`src/rtl/rs485dir_pkg.sv`:
```
package rs485dir_pkg;

    typedef enum logic [1:0] {
        DIR_IDLE = 2'd0,
        DIR_PEND = 2'd1,
        DIR_TAIL = 2'd2
    } dir_state_e;

    typedef struct packed {
        logic auto_en;
        logic use_dtr;
        logic invert;
    } dir_cfg_t;

    // Pin level for a direction state: low when active unless inverted.
    function automatic logic dir_level(input logic active, input logic invert);
        return ~(active ^ invert);
    endfunction

endpackage

```
`src/rtl/rs485dir_tracker.sv`:
```
module rs485dir_tracker
    import rs485dir_pkg::*;
#(
    parameter int DLY_W = 8
) (
    input  logic             clk,
    input  logic             rst,
    input  logic             bit_tick,
    input  logic             fifo_wr,
    input  logic             fifo_empty,
    input  logic             shifter_idle,
    input  logic [DLY_W-1:0] tail_cfg,
    output logic             dir_active
);

    localparam logic [DLY_W-1:0] CNT_ONE  = DLY_W'(1);
    localparam logic [DLY_W-1:0] CNT_ZERO = '0;

    dir_state_e       state_q, state_d;
    logic [DLY_W-1:0] cnt_q, cnt_d;
    logic             end_tick;

    assign end_tick = bit_tick & fifo_empty & shifter_idle;

    always_comb begin
        state_d = state_q;
        cnt_d   = cnt_q;
        unique case (state_q)
            DIR_IDLE: begin
                if (fifo_wr) state_d = DIR_PEND;
            end
            DIR_PEND: begin
                if (!fifo_wr && end_tick) begin
                    if (tail_cfg == CNT_ZERO) begin
                        state_d = DIR_IDLE;
                    end else begin
                        state_d = DIR_TAIL;
                        cnt_d   = tail_cfg;
                    end
                end
            end
            DIR_TAIL: begin
                if (fifo_wr) begin
                    state_d = DIR_PEND;
                end else if (bit_tick) begin
                    if (cnt_q == CNT_ONE) state_d = DIR_IDLE;
                    else                  cnt_d   = cnt_q - CNT_ONE;
                end
            end
            default: state_d = DIR_IDLE;
        endcase
    end

    always_ff @(posedge clk) begin
        if (rst) begin
            state_q <= DIR_IDLE;
            cnt_q   <= '0;
        end else begin
            state_q <= state_d;
            cnt_q   <= cnt_d;
        end
    end

    assign dir_active = (state_q != DIR_IDLE);

    // A queue write claims the bus on the next cycle.
    assert_wr_claims_R3: assert property (@(posedge clk) disable iff (rst)
        fifo_wr |=> dir_active);

    // Release only ever follows a bit tick.
    assert_release_on_tick_R4: assert property (@(posedge clk) disable iff (rst)
        $fell(dir_active) |-> $past(bit_tick));

    // The tail counter moves only on ticks.
    assert_tail_holds_R5: assert property (@(posedge clk) disable iff (rst)
        (state_q == DIR_TAIL && !bit_tick && !fifo_wr) |=> (state_q == DIR_TAIL && $stable(cnt_q)));

    // A zero tail releases right after the end tick.
    assert_zero_tail_R6: assert property (@(posedge clk) disable iff (rst)
        (state_q == DIR_PEND && end_tick && !fifo_wr && tail_cfg == CNT_ZERO) |=> !dir_active);

    // A write during the tail returns to pending.
    assert_tail_restart_R8: assert property (@(posedge clk) disable iff (rst)
        (state_q == DIR_TAIL && fifo_wr) |=> (state_q == DIR_PEND));

endmodule

```
`src/rtl/rs485dir_router.sv`:
```
module rs485dir_router
    import rs485dir_pkg::*;
(
    input  dir_cfg_t cfg,
    input  logic     dir_active,
    input  logic     loopback,
    input  logic     modem_rts_n,
    input  logic     modem_dtr_n,
    output logic     rts_pin,
    output logic     dtr_pin
);

    logic dir_lvl;

    assign dir_lvl = dir_level(dir_active, cfg.invert);

    always_comb begin
        rts_pin = modem_rts_n;
        dtr_pin = modem_dtr_n;
        if (loopback) begin
            rts_pin = 1'b1;
            dtr_pin = 1'b1;
        end else if (cfg.auto_en) begin
            if (cfg.use_dtr) dtr_pin = dir_lvl;
            else             rts_pin = dir_lvl;
        end
    end

endmodule

```
`src/rtl/rs485_dir_ctrl.sv`:
```
module rs485_dir_ctrl
    import rs485dir_pkg::*;
#(
    parameter int DLY_W = 8
) (
    input  logic             clk,
    input  logic             rst,
    input  logic             cfg_auto_en,
    input  logic             cfg_use_dtr,
    input  logic             cfg_invert,
    input  logic [DLY_W-1:0] cfg_tail,
    input  logic             loopback,
    input  logic             modem_rts_n,
    input  logic             modem_dtr_n,
    input  logic             bit_tick,
    input  logic             fifo_wr,
    input  logic             fifo_empty,
    input  logic             shifter_idle,
    output logic             rts_pin,
    output logic             dtr_pin
);

    dir_cfg_t cfg;
    logic     dir_active;

    assign cfg = '{auto_en: cfg_auto_en, use_dtr: cfg_use_dtr, invert: cfg_invert};

    rs485dir_tracker #(.DLY_W(DLY_W)) u_tracker (
        .clk          (clk),
        .rst          (rst),
        .bit_tick     (bit_tick),
        .fifo_wr      (fifo_wr),
        .fifo_empty   (fifo_empty),
        .shifter_idle (shifter_idle),
        .tail_cfg     (cfg_tail),
        .dir_active   (dir_active)
    );

    rs485dir_router u_router (
        .cfg         (cfg),
        .dir_active  (dir_active),
        .loopback    (loopback),
        .modem_rts_n (modem_rts_n),
        .modem_dtr_n (modem_dtr_n),
        .rts_pin     (rts_pin),
        .dtr_pin     (dtr_pin)
    );

    assert_disabled_follow_R1: assert property (@(posedge clk) disable iff (rst)
        (!cfg_auto_en && !loopback) |-> (rts_pin == modem_rts_n && dtr_pin == modem_dtr_n));

    assert_loopback_prio_R9: assert property (@(posedge clk) disable iff (rst)
        loopback |-> (rts_pin && dtr_pin));

    assert_unselected_R10: assert property (@(posedge clk) disable iff (rst)
        (cfg_auto_en && !loopback) |->
            (cfg_use_dtr ? (rts_pin == modem_rts_n) : (dtr_pin == modem_dtr_n)));

endmodule

```
`config.mk`:
```
export PLATFORM = sky130hd
export DESIGN_NAME = rs485_dir_ctrl
export DESIGN_NICKNAME = d
export VERILOG_FILES = /design/src/rtl/rs485dir_pkg.sv /design/src/rtl/rs485dir_tracker.sv /design/src/rtl/rs485dir_router.sv /design/src/rtl/rs485_dir_ctrl.sv
export SDC_FILE = /design/constraint.sdc
export NUM_CORES = 1
export LEC_CHECK = 0
export BUFFER_PORTS_ARGS = -buffer_cell sky130_fd_sc_hd__buf_2
export CORE_MARGIN = 2
export CORE_UTILIZATION = 37
export DETAILED_ROUTE_END_ITERATION = 16
export PLACE_DENSITY = 0.57
export SYNTH_ARGS = -nofsm -noshare
export SYNTH_HDL_FRONTEND = slang
export SYNTH_SLANG_ARGS = --single-unit
```
`constraint.sdc`:
```
create_clock -name clk -period 2.2 [get_ports clk]
set_input_delay 0.33 -clock clk [delete_from_list [all_inputs] [get_ports clk]]
set_output_delay 0.33 -clock clk [all_outputs]
set_load 0.02 [all_outputs]
```
# [Word level (Yosys, flattened, before mapping)]
# Index checks and enable logic that the tools add are counted.
[classes] add_sub_neg=1 eq_ne=11 mux=19 n_bitwise=4 reduce_logical=8
[ops] op="$mux 8" n=5
[ops] op="$pmux 8 s2" n=1
[ops] op="$mux 2" n=6
[ops] op="$ne 2x2->1 const B" n=5
[ops] op="$eq 8x1->1 const B" n=1
[ops] op="$logic_not 8->1" n=1
[ops] op="$sub 8x1->8 const B" n=1
[ops] op="$mux 1" n=6
[ops] op="$pmux 2 s3" n=1
[ops] op="$reduce_and 6->1" n=1
[ops] op="$reduce_and 4->1" n=1
[ops] op="$reduce_bool 2->1" n=2
[ops] op="$ne 3x2->1 const B" n=1
[ops] op="$ne 3x3->1 const B" n=1
[ops] op="$and 1x1->1" n=2
[ops] op="$eq 2x1->1 const B" n=1
[ops] op="$eq 2x2->1 const B" n=1
[ops] op="$logic_not 2->1" n=1
[ops] op="$ne 2x1->1 const B" n=1
[ops] op="$logic_and 1x1->1" n=1
[ops] op="$logic_not 1->1" n=1
[ops] op="$not 1->1" n=1
[ops] op="$xor 1x1->1" n=1
[word_totals] register_bits=10 inputBits=20 out_inout_bits=2

# [Longest topological paths before layout]
[depth] depth_word=6 depth_mapped=7 ltp_nobuf=6

# [Cells and area by module]
# A second synthesis with hierarchy kept.
[hier_totals] cells_unflattened=95 hier_area_um2=838.3
[modules_own_cells] module="rs485dir_tracker" n_inst=1 cells_per_inst=87 area_per_inst_um2=790.8 seq_area_each_um2=200.2
[modules_own_cells] module="rs485dir_router" n_inst=1 cells_per_inst=8 area_per_inst_um2=47.5 seq_area_each_um2=0.0

# [Worst setup path after synthesis]
# Ideal clock, no wire load.
[synth_timing] path_type="reg2reg" start="register u_tracker.state_q[0]" end="register u_tracker.cnt_q[0]" t_arrival_ns=1.547 required_ns=2.081 path_slack_ns=0.534 stages_incl_launch_ff=7 synth_period_minus_slack_ns=1.666 cell_sequence="dfxtp_1 or3b_1 a211o_1 buf_6 and2_4 buf_6 o221a_1"
[synth_between] elab_chain_cells=3 elab_cells_between_ends=10 cone_classes="eq/ne: 7; mux: 1; reduce/logical: 2"
[synth_lines] item="start: declaration" line="rs485dir_tracker.sv:19" text="dir_state_e state_q, state_d;"
[synth_lines] item="start signal: assignment" line="rs485dir_tracker.sv:59" text="state_q <= state_d;"
[synth_lines] item="$eq 2x2->1 or $eq 2x1->1 (tied branches)" line="rs485dir_tracker.sv:28" text="unique case (state_q)"
[synth_lines] item="$ne 2x2->1 (no source line), or another cell as far along"
[synth_lines] item="$reduce_and 6->1 (no source line)"
[synth_lines] item="end signal: assignment" line="rs485dir_tracker.sv:60" text="cnt_q <= cnt_d;"
[synth_lines] item="end: declaration" line="rs485dir_tracker.sv:20" text="logic [DLY_W-1:0] cnt_q, cnt_d;"
# Several ways; a longest one is shown, not always the timed one.
# A chain may end at the register's enable or synchronous reset.

# [Worst setup path in the final report]
[layout_timing] start="register u_tracker.state_q[0]" end="register u_tracker.cnt_q[2]"
# Same word-level chain as after synthesis.

==> impl_metrics.sql <==
INSERT INTO impl_metrics (metric_group, metric, value, unit) VALUES
('power_and_ir_drop', 'p_seq_share', '43.5', '%'),
('timing', 'drv_slew', '0', ''),
('drt', 'drt_wl_total', '1960', 'µm'),
('yosys', 'ys_dominant_reg_cell', 'dfxtp_1', ''),
('cts', 'clock_tree.root_cell', 'clkbuf_4', ''),
('global_route', 'routing_usage_on_met2', '29.1', '%'),
('timing', 'finalWorstSetupSlack', '442', 'ps'),
('global_route', 'met1_usage', '23.0', '%'),
('power_and_ir_drop', 'power.switching_fraction', '26.4', '%'),
('cts', 'post_cts_resize_count', '0', ''),
('drt', 'wl_per_cell', '13.6', 'µm'),
('drt', 'drtIter0Drc', '15', ''),
('global_route', 'grt_overflow', '0', ''),
('cts', 'cts.sink_count', '10', ''),
('drt', 'vias', '819', ''),
('cts', 'clock_tree.buffer_depth', '2', ''),
('worst_setup_path', 'critPathTopFamily', 'compound AO/OA/AOI/OAI gates', ''),
('timing', 'finalSetupViolCount', '0', ''),
('yosys', 'seq_area_frac_synth', '25.6', '%'),
('placement', 'globalplace.congestion', '0.742', ''),
('timing', 'relSlewSlack', '47.1', '%'),
('cts', 'tritoncts_clock_tree', 'built', ''),
('yosys', 'netlist_area', '781', 'µm²'),
('yosys', 'synthDistinctLibCells', '33', ''),
('power_and_ir_drop', 'cellInternalPower', '0.319', 'mW'),
('min_path', 'min_path_type', 'input port to flop', ''),
('global_route', 'grt_start_max_net_pins', '24', ''),
('yosys', 'synth.area.top_cells', 'dfxtp_1 26%, o32ai_2 13%, a21oi_1 8.3%, nand2_1 6.3%, nor2_1 5.3%', ''),
('worst_setup_path', 'critical_path.slowest_cell', 'dfxtp_1', ''),
('worst_setup_path', 'buffering_stage_count_on_the_worst_path_with_inverters_included', '0', ''),
('die', 'die_y', '49.9', 'µm'),
('power_and_ir_drop', 'worst_ir_drop_vdd', '370', 'µV'),
('final_layout', 'antennaDiodeCount', '0', ''),
('global_route', 'number_of_antenna_violations_at_the_first_check_in_global_routing', '0', ''),
('drt', 'drt_pre_antenna_iters', '5', ''),
('timing', 'timing.hold.ws', '354', 'ps'),
('worst_setup_path', 'timing.critical_path.depth', '4', ''),
('timing', 'final.min_clock_period', '1760', 'ps'),
('power_and_ir_drop', 'share_comb_of_total_power', '17.1', '%'),
('timing', 'hold_viol', '0', ''),
('die', 'die_area', '0.00249', 'mm²'),
('run_status', 'run_status', 'completed', ''),
('power_and_ir_drop', 'design_power_total', '0.433', 'mW'),
('yosys', 'edff_count_synth', '0', ''),
('power_and_ir_drop', 'power_density', '468', 'mW/mm²'),
('cts', 'h_tree_depth_reported_by_cts', '1', ''),
('die', 'core-area', '0.00198', 'mm²'),
('power_and_ir_drop', 'power_leakage', '0.371', 'nW'),
('final_layout', 'synthToLayoutAreaGrowth', '18.4', '%'),
('min_path', 'min_path_cells', '4', ''),
('worst_setup_path', 'worst_r2r_path_depth', '4', ''),
('cts', 'postCtsSetupRepairBufs', '0', ''),
('timing', 'finalSetupTns', '0', 'ps'),
('power_and_ir_drop', 'portion_of_total_power_attributed_to_the_clock_network', '39.4', '%'),
('worst_setup_path', 'crit_path_start_kind', 'flop', ''),
('yosys', 'synth-async-reset-ratio', '0', '%'),
('worst_setup_path', 'worst_ep_arrival_time', '1950', 'ps'),
('yosys', 'synthTopCellsByCount', '13 x a21oi_1, 13 x nand2_1, 11 x nor2_1', ''),
('die', 'rows', '16', ''),
('cts', 'cts_hold_buffers', '0', ''),
('global_route', 'first_global_vias', '772', ''),
('timing', 'transition_time_of_the_tightest_slew_check_pin', '793', 'ps'),
('drt', 'drt_drc_violations_left', '0', ''),
('job', 'max-cap-violations', '0', ''),
('worst_setup_path', 'cp-end-kind', 'flop', ''),
('final_layout', 'drive_above_1_share', '29.9', '%'),
('timing', 'finalCritPeriodShare', '79.9', '%'),
('cts', 'numCtsBuffers', '3', ''),
('final_layout', 'num-nets-final', '140', ''),
('die', 'pin_count', '22', ''),
('yosys', 'syn_area_per_cell', '8.05', 'µm²');
==> power groups by stage <==
stage | clock network [mW] | registers (mW) | logic, mW
6_report | 0.171 | 0.188 | 0.0739
5_1_grt | 0.185 | 0.189 | 0.0818
4_1_cts | 0.178 | 0.188 | 0.0738
3_5_place_dp | 0 | 0.192 | 0.0735
3_3_place_gp | 0 | 0.192 | 0.0723
2_1_floorplan | 0 | 0.191 | 0.0432
==> registers in the layout (all words and copies together), names as in the netlist <==
| name | cells |
|---|---|
| u_tracker.cnt_q | 8 |
| u_tracker.state_q | 2 |
==> logic make-up (layout without fill, tap and decap cells) <==
kind of cell / after synthesis / count (layout) / share of synthesized area, %
AOI/OAI and AO/OA: 32 / 32 / 35.6
xor gates and xnor gates: 1 / 1 / 1.12
adders and majority gates: 2 / 2 / 3.20
buffers and inverters: 9 / 29 / 6.41
DFF: 10 / 10 / 25.6
and+or+nand+nor: 43 / 43 / 28.0
==> final cells by class <==
class	instances	area, µm²
clock buffer	4	36.3
fill	218	1060
inverter	3	11.3
multi-input combinational	78	531
sequential	10	200
tap	27	33.8
timing repair buffer	22	113
==> stage by stage <==
step                cells  util, %  area, µm²
finish                144     46.7        925
global route          144     46.7        925
CTS                   144     46.7        925
detailed placement    140     44.8        888
global placement      140     44.8        888
floorplan              97        -        781
==> worst paths after layout <==
path / slack, ps / to / from
setup / recovery: 440 / u_tracker.cnt_q[2]$_SDFFE_PP0P_ / u_tracker.state_q[0]$_SDFFE_PP0P_
hold / removal: 350 / u_tracker.state_q[1]$_SDFFE_PP0P_ / fifo_wr
setup reg to reg: 440 / u_tracker.cnt_q[2]$_SDFFE_PP0P_ / u_tracker.state_q[0]$_SDFFE_PP0P_
hold reg to reg: 480 / u_tracker.cnt_q[7]$_SDFFE_PP0P_ / u_tracker.cnt_q[7]$_SDFFE_PP0P_
==> routing by layer <==
layer,up-vias,wire length (µm)
li1,404,-
met2,22,904
met3,5,117
met5,-,0
met1,388,918
met4,0,23
==> placed cells by master, fill, tap and decap left out <==
cell type / instances
nand2_1: 13
buf_4: 1
nand4_1: 1
a221oi_1: 1
xor2_1: 1
a311o_1: 1
a22oi_1: 1
buf_2: 21
nand4bb_1: 1
a2bb2oi_1: 1
nor3b_1: 2
a211oi_1: 1
clkbuf_4: 3
or4_1: 1
and2_4: 1
nor2b_1: 3
inv_1: 3
nor2_1: 11
o21a_1: 2
nor3_1: 2
a21boi_0: 1
clkbuf_8: 1
o32ai_2: 6
or3b_1: 1
o221a_1: 1
nor4_1: 5
a31o_2: 1
dfxtp_1: 10
a21oi_1: 13
nand3_1: 1
a211o_1: 2
a211oi_2: 1
nand2b_1: 1
ha_1: 2
==> worst reg2reg max path: cells and delay by family, from the launching register on <==
| family | cells | cell delay [ps] |
|---|---|---|
| simple gates | 2 | 610 |
| compound gates | 2 | 650 |
| flops | 1 | 410 |
Power figures use the tool's default switching activity.
